**src/rtl/evt_prescale_pkg.sv**
```systemverilog
package evt_prescale_pkg;

    // Default width of the period and count fields.
    parameter int unsigned FIELD_W_DEF = 2;

    // Registered state of the interrupt gate.
    typedef struct packed {
        logic flag;
        logic irq;
    } gate_state_t;

endpackage

```
**src/rtl/evt_period_reg.sv**
```systemverilog
module evt_period_reg #(
    parameter int unsigned W = 2
) (
    input  logic         clk,
    input  logic         rst_n,
    input  logic         wr_en_i,
    input  logic [W-1:0] wr_period_i,
    output logic [W-1:0] period_q_o,
    output logic [W-1:0] period_eff_o
);

    typedef struct packed {
        logic [W-1:0] period;
    } prd_state_t;

    prd_state_t state_d, state_q;

    always_comb begin
        state_d = state_q;
        if (wr_en_i) begin
            state_d.period = wr_period_i;
        end
    end

    always_ff @(posedge clk or negedge rst_n) begin
        if (!rst_n) begin
            state_q <= '0;
        end else begin
            state_q <= state_d;
        end
    end

    assign period_q_o   = state_q.period;
    // The value being written this cycle already takes part in the compare.
    assign period_eff_o = state_d.period;

endmodule

```
**src/rtl/evt_event_counter.sv**
```systemverilog
module evt_event_counter #(
    parameter int unsigned W = 2
) (
    input  logic         clk,
    input  logic         rst_n,
    input  logic         evt_i,
    input  logic         wr_en_i,
    input  logic [W-1:0] period_q_i,
    input  logic [W-1:0] period_eff_i,
    input  logic         fire_i,
    output logic [W-1:0] count_o,
    output logic [W-1:0] cnt_raw_o
);

    localparam logic [W-1:0] CNT_MAX = {W{1'b1}};

    typedef struct packed {
        logic [W-1:0] count;
    } cnt_state_t;

    cnt_state_t state_d, state_q;
    logic       at_cap;
    logic       counting;
    logic [W-1:0] raw;

    always_comb begin
        // Stop at a non-zero period; also stop above it when a smaller period was written.
        at_cap   = (period_eff_i != '0) && (state_q.count >= period_eff_i);
        // A zero period halts counting, except in the cycle of a period write.
        counting = evt_i && ((period_q_i != '0) || wr_en_i) && !at_cap
                   && (state_q.count != CNT_MAX);
        raw      = counting ? state_q.count + 1'b1 : state_q.count;

        state_d  = state_q;
        if (fire_i) begin
            state_d.count = '0;
        end else begin
            state_d.count = raw;
        end
    end

    always_ff @(posedge clk or negedge rst_n) begin
        if (!rst_n) begin
            state_q <= '0;
        end else begin
            state_q <= state_d;
        end
    end

    assign count_o   = state_q.count;
    assign cnt_raw_o = raw;

endmodule

```
**src/rtl/evt_irq_gate.sv**
```systemverilog
module evt_irq_gate
    import evt_prescale_pkg::*;
#(
    parameter int unsigned W = 2
) (
    input  logic         clk,
    input  logic         rst_n,
    input  logic [W-1:0] period_eff_i,
    input  logic [W-1:0] cnt_raw_i,
    input  logic         irq_en_i,
    input  logic         force_i,
    input  logic         flag_clr_i,
    output logic         fire_o,
    output logic         flag_o,
    output logic         irq_o
);

    gate_state_t state_d, state_q;
    logic        gate_open;
    logic        reached;

    always_comb begin
        gate_open = irq_en_i && !state_q.flag;
        reached   = (cnt_raw_i == period_eff_i) || force_i;
        fire_o    = gate_open && (period_eff_i != '0) && reached;

        state_d     = state_q;
        state_d.irq = fire_o;
        if (fire_o) begin
            state_d.flag = 1'b1;       // setting wins over a coincident clear
        end else if (flag_clr_i) begin
            state_d.flag = 1'b0;
        end
    end

    always_ff @(posedge clk or negedge rst_n) begin
        if (!rst_n) begin
            state_q <= '0;
        end else begin
            state_q <= state_d;
        end
    end

    assign flag_o = state_q.flag;
    assign irq_o  = state_q.irq;

endmodule

```
**src/rtl/evt_prescale_irq.sv**
```systemverilog
module evt_prescale_irq
    import evt_prescale_pkg::*;
#(
    parameter int unsigned W = FIELD_W_DEF
) (
    input  logic         clk,
    input  logic         rst_n,
    input  logic         evt_i,
    input  logic         irq_en_i,
    input  logic         wr_en_i,
    input  logic [W-1:0] wr_period_i,
    input  logic         force_i,
    input  logic         flag_clr_i,
    output logic [W-1:0] period_o,
    output logic [W-1:0] count_o,
    output logic         flag_o,
    output logic         irq_o
);

    logic [W-1:0] period_q;
    logic [W-1:0] period_eff;
    logic [W-1:0] cnt_raw;
    logic         fire;

    evt_period_reg #(.W(W)) u_period (
        .clk          (clk),
        .rst_n        (rst_n),
        .wr_en_i      (wr_en_i),
        .wr_period_i  (wr_period_i),
        .period_q_o   (period_q),
        .period_eff_o (period_eff)
    );

    evt_event_counter #(.W(W)) u_counter (
        .clk          (clk),
        .rst_n        (rst_n),
        .evt_i        (evt_i),
        .wr_en_i      (wr_en_i),
        .period_q_i   (period_q),
        .period_eff_i (period_eff),
        .fire_i       (fire),
        .count_o      (count_o),
        .cnt_raw_o    (cnt_raw)
    );

    evt_irq_gate #(.W(W)) u_gate (
        .clk          (clk),
        .rst_n        (rst_n),
        .period_eff_i (period_eff),
        .cnt_raw_i    (cnt_raw),
        .irq_en_i     (irq_en_i),
        .force_i      (force_i),
        .flag_clr_i   (flag_clr_i),
        .fire_o       (fire),
        .flag_o       (flag_o),
        .irq_o        (irq_o)
    );

    assign period_o = period_q;

endmodule

```
**config.mk**
```make
export PLATFORM = sky130hd
export DESIGN_NAME = evt_prescale_irq
export DESIGN_NICKNAME = d
export VERILOG_FILES = /design/src/rtl/evt_prescale_pkg.sv /design/src/rtl/evt_period_reg.sv /design/src/rtl/evt_event_counter.sv /design/src/rtl/evt_irq_gate.sv /design/src/rtl/evt_prescale_irq.sv
export SDC_FILE = /design/constraint.sdc
export NUM_CORES = 1
export LEC_CHECK = 0
export ABC_CLOCK_PERIOD_IN_PS = 3000
export BUFFER_PORTS_ARGS = -buffer_cell sky130_fd_sc_hd__buf_2
export CORE_AREA = 2 2 39 41
export DETAILED_ROUTE_END_ITERATION = 12
export DIE_AREA = 0 0 41 43
export SLEW_MARGIN = 20
export SYNTH_ARGS = -nofsm -noshare
export SYNTH_HDL_FRONTEND = slang
export SYNTH_SLANG_ARGS = --single-unit
```
**constraint.sdc**
```tcl
create_clock -name clk -period 3 [get_ports clk]
set_clock_uncertainty 0.05 [all_clocks]
set_input_delay 0.15 -clock clk [delete_from_list [all_inputs] [get_ports clk]]
set_output_delay 0.15 -clock clk [all_outputs]
set_load 0.03 [all_outputs]
```
==> results of run 1 <==
## power by group through the flow
stage | registers [mW] | logic (mW) | clock network [mW]
after floorplan | 0.179 | 0.156 | 0
after global placement | 0.133 | 0.266 | 0
after detailed placement | 0.133 | 0.268 | 0
after CTS | 0.131 | 0.269 | 0.0769
after global routing | 0.134 | 0.296 | 0.0821
final | 0.130 | 0.265 | 0.0724
## through the flow
step	setup WS, ns	instances	power [mW]	hold slack (ns)
3_5_place_dp	0.427	72	0.400	-0.0654
4_1_cts	0.406	76	0.477	0.0884
3_3_place_gp	0.411	72	0.399	-0.0667
2_1_floorplan	0.511	42	0.335	-0.196
6_report	0.424	76	0.468	0.0933
5_1_grt	0.186	76	0.513	0.0973
## tightest hold or removal path, cell delays in order
cell and delay (ns):
sky130_fd_sc_hd__buf_2 0.09, sky130_fd_sc_hd__a21oi_1 0.06, sky130_fd_sc_hd__o31ai_1 0.06
## placed cells by master, fill, tap and decap left out, drive strengths merged
master	synthesis	routed
ha	3	3
o21ai	5	5
buf	0	14
mux2	2	2
nor2	1	1
nand3	1	1
o211a	1	1
nor3b	2	2
o211ai	1	1
mux2i	2	2
nor2b	1	1
xnor2	2	2
o31ai	2	2
clkbuf	0	3
o311a	1	1
a21oi	2	2
nor3	1	1
inv	3	3
dlygate4sd3	0	1
nand2b	1	1
dfrtp	6	6
nand2	3	3
and2	1	1
a21o	1	1
## sequential cells by signal (all words and copies together) (netlist names)
register / count
u_counter.count_o: 2
u_gate.flag_o: 1
u_gate.irq_o: 1
u_period.period_q_o: 2
## final cells by class
cell class              instances  area [µm²]  area share, %
inverters                       3        11.3           1.99
repair buffers                 15        80.1           14.1
multi-input cells              33         283           49.9
clock buffers                   3        22.5           3.97
well taps                      16        20.0           3.53
flip-flops and latches          6         150           26.5
## cell families after synthesis
kind of cell	after synthesis	share of synthesized area [%]
simple gates	11	18.6
flops	6	33.8
compound gates	13	22.3
xor+xnor	2	3.94
mux	4	10.4
fa+ha+maj	3	8.45
buf+inv	3	2.54
## per-layer routing
layer	wire, µm	up-vias	GRT usage, %	share of wire (%)
met3	48	2	7.85	5.7
met1	350	171	13.8	42
met2	427	9	20.9	51
met4	10	0	6.00	1.2
met5	0	-	0	0
li1	-	196	-	-
## worst max path at each step
stage / start / end / slack [ns]
after floorplan: u_period.period_q_o[0]$_DFF_PN0_ / u_counter.count_o[0]$_DFF_PN0_ / 0.51
after global placement: u_period.period_q_o[0]$_DFF_PN0_ / u_gate.irq_o$_DFF_PN0_ / 0.41
after detailed placement: u_period.period_q_o[0]$_DFF_PN0_ / u_counter.count_o[0]$_DFF_PN0_ / 0.43
after CTS: u_period.period_q_o[0]$_DFF_PN0_ / u_counter.count_o[0]$_DFF_PN0_ / 0.41
after global routing: u_period.period_q_o[0]$_DFF_PN0_ / u_counter.count_o[0]$_DFF_PN0_ / 0.19
final: u_period.period_q_o[0]$_DFF_PN0_ / u_counter.count_o[0]$_DFF_PN0_ / 0.42
==> results.yml, run 1 <==
clock_network:
  ctsHtreeMaxLevel: 1
  cts_made_buffers: 3
  cts_hold_buf: 1
  cts-resized-gates: 0
  root_buffer: "sky130_fd_sc_hd__clkbuf_4"
  clk_transition_reported_paths_ns: 0.05
  postCtsSetupBuffers: 0
  numClockSinks: 6
  clock_tree_from_tritoncts: "built"
  clock_latency_on_the_worst_skew_pair_ns: 0.24
  max-clock-path-buffers: 2
power_and_ir_drop:
  comb_power_share_pct: 56.7
  leakage_nw: 0.280
  share_seq_of_total_power_pct: 27.8
  vdd_ir_max_v: 0.000270
  clockPowerShare_pct: 15.5
  power.net_switching_mw: 0.207
  power_density_mw_per_mm2: 826
  power.internal_mw: 0.261
  switching_share_pct: 44.2
yosys:
  synth_seq_cells: 6
  synth_largest_area_cell: "sky130_fd_sc_hd__dfrtp_1"
  synth.top_cells.by_count: "sky130_fd_sc_hd__dfrtp_1, sky130_fd_sc_hd__ha_1, sky130_fd_sc_hd__inv_1, sky130_fd_sc_hd__nand2_1"
  synth_top_cells_by_area: "sky130_fd_sc_hd__dfrtp_1, sky130_fd_sc_hd__ha_1, sky130_fd_sc_hd__nor3b_4, sky130_fd_sc_hd__o21ai_2, sky130_fd_sc_hd__xnor2_1"
  yosys.area.top_type_share_pct: 33.8
  synth_enable_flop_cells: 0
  ys_async_sr_fraction_pct: 100
  seq_area_frac_synth_pct: 33.8
  synth_area_um2: 444
  synth.avg_cell_area_um2: 10.6
  synthCells: 42
  synth.lib_cells_used.distinct: 26
  synth_nets: 54
  synth_most_common_cell: "sky130_fd_sc_hd__dfrtp_1"
  yosysWarningCount: 0
  synth_top_flop_cell: "sky130_fd_sc_hd__dfrtp_1"
placed_design:
  dpl_cell_area_um2: 534
  routability_congestion_estimate: 0.736
  detailedPlacementHpwl_um: 717
  quantity_of_i_o_buffers_inserted_on_ports: 14
critical_path:
  crit-reg2reg-capture: "u_counter.count_o[0]$_DFF_PN0_"
  cp-end-kind: "flip-flop"
  cpPeakStageDelay_ns: 0.39
  rrSetupSlack_ns: 0.42
  reg2reg_depth: 9
  crit_buf_inv: 1
  r2r_start: "u_period.period_q_o[0]$_DFF_PN0_"
  worst-path-stages: 9
  worstPathCellList: "mux2i_1 -> inv_1 -> ha_1 -> nand2b_1 -> a21oi_1 -> and2_4 -> o21ai_2 -> xnor2_1 -> o311a_1"
  worst_path_dominant_cell_family: "compound AO/OA/AOI/OAI gates"
  critical_path.max_fanout: 4
  critPathSlowestCell: "sky130_fd_sc_hd__dfrtp_1"
  worst-endpoint-required_ns: 3.07
  critPathArrivalTime_ns: 2.64
  critPathLaunchType: "flip-flop"
  timing.setup.critical_path_class: "reg -> reg"
timing:
  clock.fmax_mhz: 388
  post-route-period-util_pct: 85.9
  timing.setup.tns_ns: 0
  min_period_ns: 2.58
  slew_at_the_pin_closest_to_its_max_slew_limit_ns: 0.407
  worst_slew_margin_rel_pct: 72.1
  slew_viol_final: 0
  timing_hold_violations_final: 0
  setup_viol: 0
  grt_setup_unrepaired: "false"
global_route:
  first_global_vias: 395
  grt_use_total_pct: 13.4
  grt_overflow_total: 0
  grt_first_pass_wirelength_mm: 1.52
  grt_antenna_before_repair: 0
  grt_max_degree: 7
route:
  route.final.wire_length_um: 837
  vias_per_cell: 4.97
  drt_drc_violations_left: 0
  detail-route-antenna-nets: 0
  detailedRoute.firstIterationViolations: 2
  vias: 378
  wl_per_cell_um: 11.0
  drt_pre_antenna_iters: 2
floorplan:
  die_height_um: 43
  fp.dieArea_mm2: 0.00176
  die-width_um: 41
  floorplan.io_pins: 15
  initial_utilization_pct: 32.1
  core_area_mm2: 0.00138
  fp-row-count: 14
finish:
  final_util_pct: 41.0
  diodes: 0
  final_design_area_no_fill_um2: 567
  drive_above_1_share_pct: 45.0
  final_layout_net_count: 74
  num-fill-cells: 147
  layout_area_overhead_pct: 27.6
hold_path:
  min-delay-path-class: "in -> reg"
  worst_hold_path.endpoint: "u_gate.flag_o$_DFFE_PN0P_"
  worstHoldPathCells: 3
  min-delay-start: "force_i"
status:
  outcome: "finished clean"
run:
  max-cap-violations: 0
No activity file was read; power rests on OpenSTA's default activity.
==> run 2, diff against run 1 <==
--- a/config.mk
+++ b/config.mk
@@ -7,3 +7,3 @@
 export LEC_CHECK = 0
-export ABC_CLOCK_PERIOD_IN_PS = 3000
+export ABC_CLOCK_PERIOD_IN_PS = 2710
 export BUFFER_PORTS_ARGS = -buffer_cell sky130_fd_sc_hd__buf_2
==> constraint.sdc (replaced) <==
create_clock -name clk -period 2.71 [get_ports clk]
set_clock_uncertainty 0.05 [all_clocks]
set_input_delay 0.1355 -clock clk [delete_from_list [all_inputs] [get_ports clk]]
set_output_delay 0.1355 -clock clk [all_outputs]
set_load 0.01 [all_outputs]
==> run 2 against run 1 <==
Critical path type unchanged. First-iteration DRC count decreased by 50%. Die area did not move. Power increased by 3.0%. Largest cell class unchanged. Combinational power fell by 3%. Maximum frequency grew 9.1%.
==> results.yml, run 2 (synthesized netlist as in run 1, its figures left out) <==
status:
  outcome: "finished clean"
critical_path:
  critPathLaunchType: "flip-flop"
  critPathArrivalTime_ns: 2.49
  critPathSlowestCell: "sky130_fd_sc_hd__dfrtp_1"
  worstPathCellList: "mux2i_1 -> inv_1 -> ha_1 -> nand2b_1 -> a21oi_1 -> and2_4 -> mux2_1 -> o21ai_2 -> o311a_1"
  crit-reg2reg-capture: "u_counter.count_o[0]$_DFF_PN0_"
  cp-end-kind: "flip-flop"
  worst-endpoint-required_ns: 2.84
  worst_path_dominant_cell_family: "compound AO/OA/AOI/OAI gates"
  rrSetupSlack_ns: 0.35
  worst-path-stages: 9
  crit_buf_inv: 1
  cpPeakStageDelay_ns: 0.39
  timing.setup.critical_path_class: "reg -> reg"
  reg2reg_depth: 9
  critical_path.max_fanout: 4
  r2r_start: "u_period.period_q_o[0]$_DFF_PN0_"
floorplan:
  die_height_um: 43
  floorplan.io_pins: 15
  initial_utilization_pct: 32.1
  die-width_um: 41
  fp-row-count: 14
  fp.dieArea_mm2: 0.00176
  core_area_mm2: 0.00138
timing:
  grt_setup_unrepaired: "false"
  setup_viol: 0
  worst_slew_margin_rel_pct: 77.5
  post-route-period-util_pct: 87.1
  min_period_ns: 2.36
  final.setup.worst_slack_ns: 0.349
  slew_at_the_pin_closest_to_its_max_slew_limit_ns: 0.336
  timing.setup.tns_ns: 0
  clock.fmax_mhz: 424
  timing.hold.ws_ns: 0.0663
  slew_viol_final: 0
  timing_hold_violations_final: 0
hold_path:
  worst_hold_path.endpoint: "u_gate.flag_o$_DFFE_PN0P_"
  worstHoldPathCells: 3
  min-delay-start: "force_i"
  min-delay-path-class: "in -> reg"
clock_network:
  postCtsSetupBuffers: 0
  numClockSinks: 6
  cts_made_buffers: 3
  max-clock-path-buffers: 2
  clock_tree_from_tritoncts: "built"
  ctsHtreeMaxLevel: 1
  clock_latency_on_the_worst_skew_pair_ns: 0.25
  root_buffer: "sky130_fd_sc_hd__clkbuf_4"
  clk_transition_reported_paths_ns: 0.04
finish:
  diodes: 0
  final_design_area_no_fill_um2: 582
  num-fill-cells: 144
  drive_above_1_share_pct: 46.8
  multi_input_area_um2: 283
  layout.area.seq_um2: 150
  final_util_pct: 42.0
  layout_area_overhead_pct: 31.0
  layout.cells.most_common: "sky130_fd_sc_hd__buf_2"
  final_cell_mix: "sky130_fd_sc_hd__buf_2, sky130_fd_sc_hd__dfrtp_1"
  instances_no_fill: 78
  final_layout_net_count: 76
route:
  detailedRoute.firstIterationViolations: 1
  drt_pre_antenna_iters: 3
  vias: 375
  drt_drc_violations_left: 0
  vias_per_cell: 4.81
  wl_per_cell_um: 11.5
  route.final.wire_length_um: 894
  detail-route-antenna-nets: 0
power_and_ir_drop:
  vdd_ir_max_v: 0.000358
  report.power.total_mw: 0.482
  power_density_mw_per_mm2: 828
  leakage_nw: 0.290
placed_design:
  quantity_of_i_o_buffers_inserted_on_ports: 14
  placed_cells: 74
  routability_congestion_estimate: 0.788
  detailedPlacementHpwl_um: 715
  dp_worst_setup_slack_ns: 0.361
  dpl_cell_area_um2: 549
global_route:
  grt_first_pass_wirelength_mm: 1.49
  grt_use_total_pct: 14.0
  grt_max_degree: 7
  first_global_vias: 371
  grt_overflow_total: 0
  grt_antenna_before_repair: 0
run:
  max-cap-violations: 0
## run 2: worst max path at each step
stage | slack, ns | from | to
floorplan | 0.33 | u_period.period_q_o[0]$_DFF_PN0_ | u_counter.count_o[0]$_DFF_PN0_
global placement | 0.40 | u_period.period_q_o[0]$_DFF_PN0_ | u_counter.count_o[0]$_DFF_PN0_
detailed placement | 0.36 | u_period.period_q_o[0]$_DFF_PN0_ | u_counter.count_o[0]$_DFF_PN0_
CTS | 0.33 | u_period.period_q_o[0]$_DFF_PN0_ | u_counter.count_o[0]$_DFF_PN0_
global route | 0.19 | u_period.period_q_o[0]$_DFF_PN0_ | u_counter.count_o[0]$_DFF_PN0_
finish | 0.35 | u_period.period_q_o[0]$_DFF_PN0_ | u_counter.count_o[0]$_DFF_PN0_
## run 2: worst min-delay path: stages
cell and delay (ns):
sky130_fd_sc_hd__buf_2 0.09, sky130_fd_sc_hd__a21oi_1 0.05, sky130_fd_sc_hd__o31ai_1 0.05
## run 2: metal layers
| layer | track usage (%) | vias up | routed length [µm] | part of all wire (%) |
|---|---|---|---|---|
| li1 | - | 195 | - | - |
| met1 | 13.0 | 166 | 362 | 40 |
| met2 | 20.6 | 10 | 434 | 49 |
| met3 | 9.42 | 4 | 70 | 7.8 |
| met4 | 10.0 | 0 | 27 | 3.0 |
| met5 | 0 | - | 0 | 0 |
## run 2: what timing repair did
item                      4_1_cts  5_1_grt
resized for setup               0        0
hold endpoints to repair        6        0
hold buffers                    1        0
## run 2: where the power goes
part	internal [mW]	switching, mW
registers	0.118	0.0268
logic	0.124	0.132
clock network	0.0500	0.0311
total	0.292	0.190
## run 2: layout make-up
type	instances	share of cell area [%]
inverter	3	1.94
clock buffer	3	3.87
sequential	6	25.8
multi-input combinational	33	48.6
tap	16	3.44
timing repair buffer	17	16.3
==> run 3, diff against run 2 <==
Settings changed: CELL_PAD_IN_SITES_DETAIL_PLACEMENT from default to 1, CELL_PAD_IN_SITES_GLOBAL_PLACEMENT from default to 1, CORE_AREA 2 2 39 41 to default, CORE_MARGIN from default to 2, CORE_UTILIZATION from default to 34, DIE_AREA 0 0 41 43 to default, PLACE_DENSITY_LB_ADDON from default to 0.1.
==> run 3 against run 2 <==
Routed wire length is 23% higher. Worst setup slack worse by 0.045 ns. Clock power is 2% higher. Largest power group unchanged.
==> results.yml, run 3 (synthesized netlist as in run 1, its figures left out) <==
floorplan:
  fp.dieArea_mm2: 0.00161
  core_area_mm2: 0.00125
  initial_utilization_pct: 35.5
  die-width_um: 40.1
  fp-row-count: 13
  floorplan.io_pins: 15
  die_height_um: 40.1
finish:
  instances_no_fill: 77
  layout_area_overhead_pct: 30.7
  layout.cells.most_common: "sky130_fd_sc_hd__buf_2"
  drive_above_1_share_pct: 46.8
  final_layout_net_count: 76
  final_cell_mix: "sky130_fd_sc_hd__buf_2, sky130_fd_sc_hd__dfrtp_1"
  num-fill-cells: 155
  diodes: 0
global_route:
  first_global_vias: 405
  grt_antenna_before_repair: 0
  use_met1_pct: 16.5
  met3_usage_pct: 10.0
  grt_overflow_total: 0
  top_usage_layer_grt: "met2"
  grt_max_degree: 7
  grt_use_total_pct: 16.5
  gr_util_met2_pct: 29.4
  grt_first_pass_wirelength_mm: 1.67
power_and_ir_drop:
  vdd_ir_max_v: 0.000442
  leakage_nw: 0.290
  power_density_mw_per_mm2: 852
placed_design:
  routability_congestion_estimate: 0.709
  dp_worst_setup_slack_ns: 0.332
  placed_cells: 73
  detailedPlacementHpwl_um: 950
  quantity_of_i_o_buffers_inserted_on_ports: 14
critical_path:
  critical_path.max_fanout: 4
  cp-end-kind: "flip-flop"
  timing.setup.critical_path_class: "reg -> reg"
  critPathArrivalTime_ns: 2.47
  worst-endpoint-required_ns: 2.77
  critPathLaunchType: "flip-flop"
clock_network:
  cts_made_buffers: 3
  clock_latency_on_the_worst_skew_pair_ns: 0.25
  clk_transition_reported_paths_ns: 0.05
  numClockSinks: 6
  clock_tree_from_tritoncts: "built"
  ctsHtreeMaxLevel: 1
  cts-resized-gates: 0
  root_buffer: "sky130_fd_sc_hd__clkbuf_4"
  max-clock-path-buffers: 2
route:
  wl_per_cell_um: 14.3
  route.final.wire_length_mm: 1.10
  detail-route-antenna-nets: 0
  vias_per_cell: 5.22
  vias: 402
  drt_pre_antenna_iters: 2
  detailedRoute.firstIterationViolations: 1
  drt_drc_violations_left: 0
timing:
  slew_at_the_pin_closest_to_its_max_slew_limit_ns: 0.351
  final.setup.worst_slack_ns: 0.304
  setup_viol: 0
  post-route-period-util_pct: 88.8
  slew_viol_final: 0
  grt_setup_unrepaired: "false"
  clock.fmax_mhz: 416
  timing.setup.tns_ns: 0
  worst_slew_margin_rel_pct: 76.6
  min_period_ns: 2.41
  timing_hold_violations_final: 0
status:
  outcome: "finished clean"
run:
  max-cap-violations: 0
hold_path:
  min-delay-path-class: "in -> reg"
-- run 3: cell counts in the layout (fill, tap and decap cells not counted) --
No cell type changed its count.
-- run 3: timing repair --
item	CTS	global route
endpoints found under the hold margin	6	0
setup buffers	0	0
hold buffers	1	0
-- run 3: critical path, stage by stage, from the launching register on --
cell and delay, ns:
sky130_fd_sc_hd__dfrtp_1 0.39, sky130_fd_sc_hd__mux2i_1 0.18, sky130_fd_sc_hd__inv_1 0.09, sky130_fd_sc_hd__ha_1 0.27, sky130_fd_sc_hd__nand2b_1 0.14, sky130_fd_sc_hd__a21oi_1 0.32, sky130_fd_sc_hd__and2_4 0.22, sky130_fd_sc_hd__mux2_1 0.34
sky130_fd_sc_hd__o21ai_2 0.16, sky130_fd_sc_hd__o31ai_1 0.09
-- run 3: power breakdown --
part	leakage (nW)	internal [mW]	switching (mW)
combinational	0.201	0.125	0.141
sequential	0.0746	0.118	0.0283
clock	0.0138	0.0501	0.0324
-- run 3: routing by layer --
metal	part of all wire [%]	vias up
met3	6.4	0
met5	0	-
met1	39	199
met2	55	10
met4	0	0
li1	-	193
-- run 3: layout make-up --
cell class,count,area [µm²],share of cell area [%]
Multi-Input combinational cell,33,283,48.7
Sequential cell,6,150,25.9
Timing Repair Buffer,17,95.1,16.4
Clock buffer,3,22.5,3.88
Tap cell,15,18.8,3.23
Inverter,3,11.3,1.94
-- run 3: path summary, 6_finish.rpt --
kind / depth (start not counted) / slack, ns / start / to
max: 9 / 0.30 / u_period.period_q_o[0]$_DFF_PN0_ / u_gate.flag_o$_DFFE_PN0P_
min: 3 / 0.10 / force_i / u_gate.flag_o$_DFFE_PN0P_
max reg2reg: 9 / 0.30 / u_period.period_q_o[0]$_DFF_PN0_ / u_gate.flag_o$_DFFE_PN0P_
min reg2reg: 2 / 0.55 / u_period.period_q_o[0]$_DFF_PN0_ / u_period.period_q_o[0]$_DFF_PN0_
max in group asynchronous: 2 / 2.27 / rst_n / u_gate.irq_o$_DFF_PN0_
min in group asynchronous: 2 / 0.20 / rst_n / u_period.period_q_o[0]$_DFF_PN0_
-- run 3: through the flow --
step           total power [mW]  instance area, µm²  util [%]  hold slack, ns
4_1_cts                   0.501                 581      46.4          0.0991
3_5_place_dp              0.411                 548      43.8         -0.0833
5_1_grt                   0.538                 581      46.4           0.111
3_3_place_gp              0.399                 548      43.8         -0.0875
6_report                  0.495                 581      46.4           0.104
2_1_floorplan             0.329                 444         -          -0.210
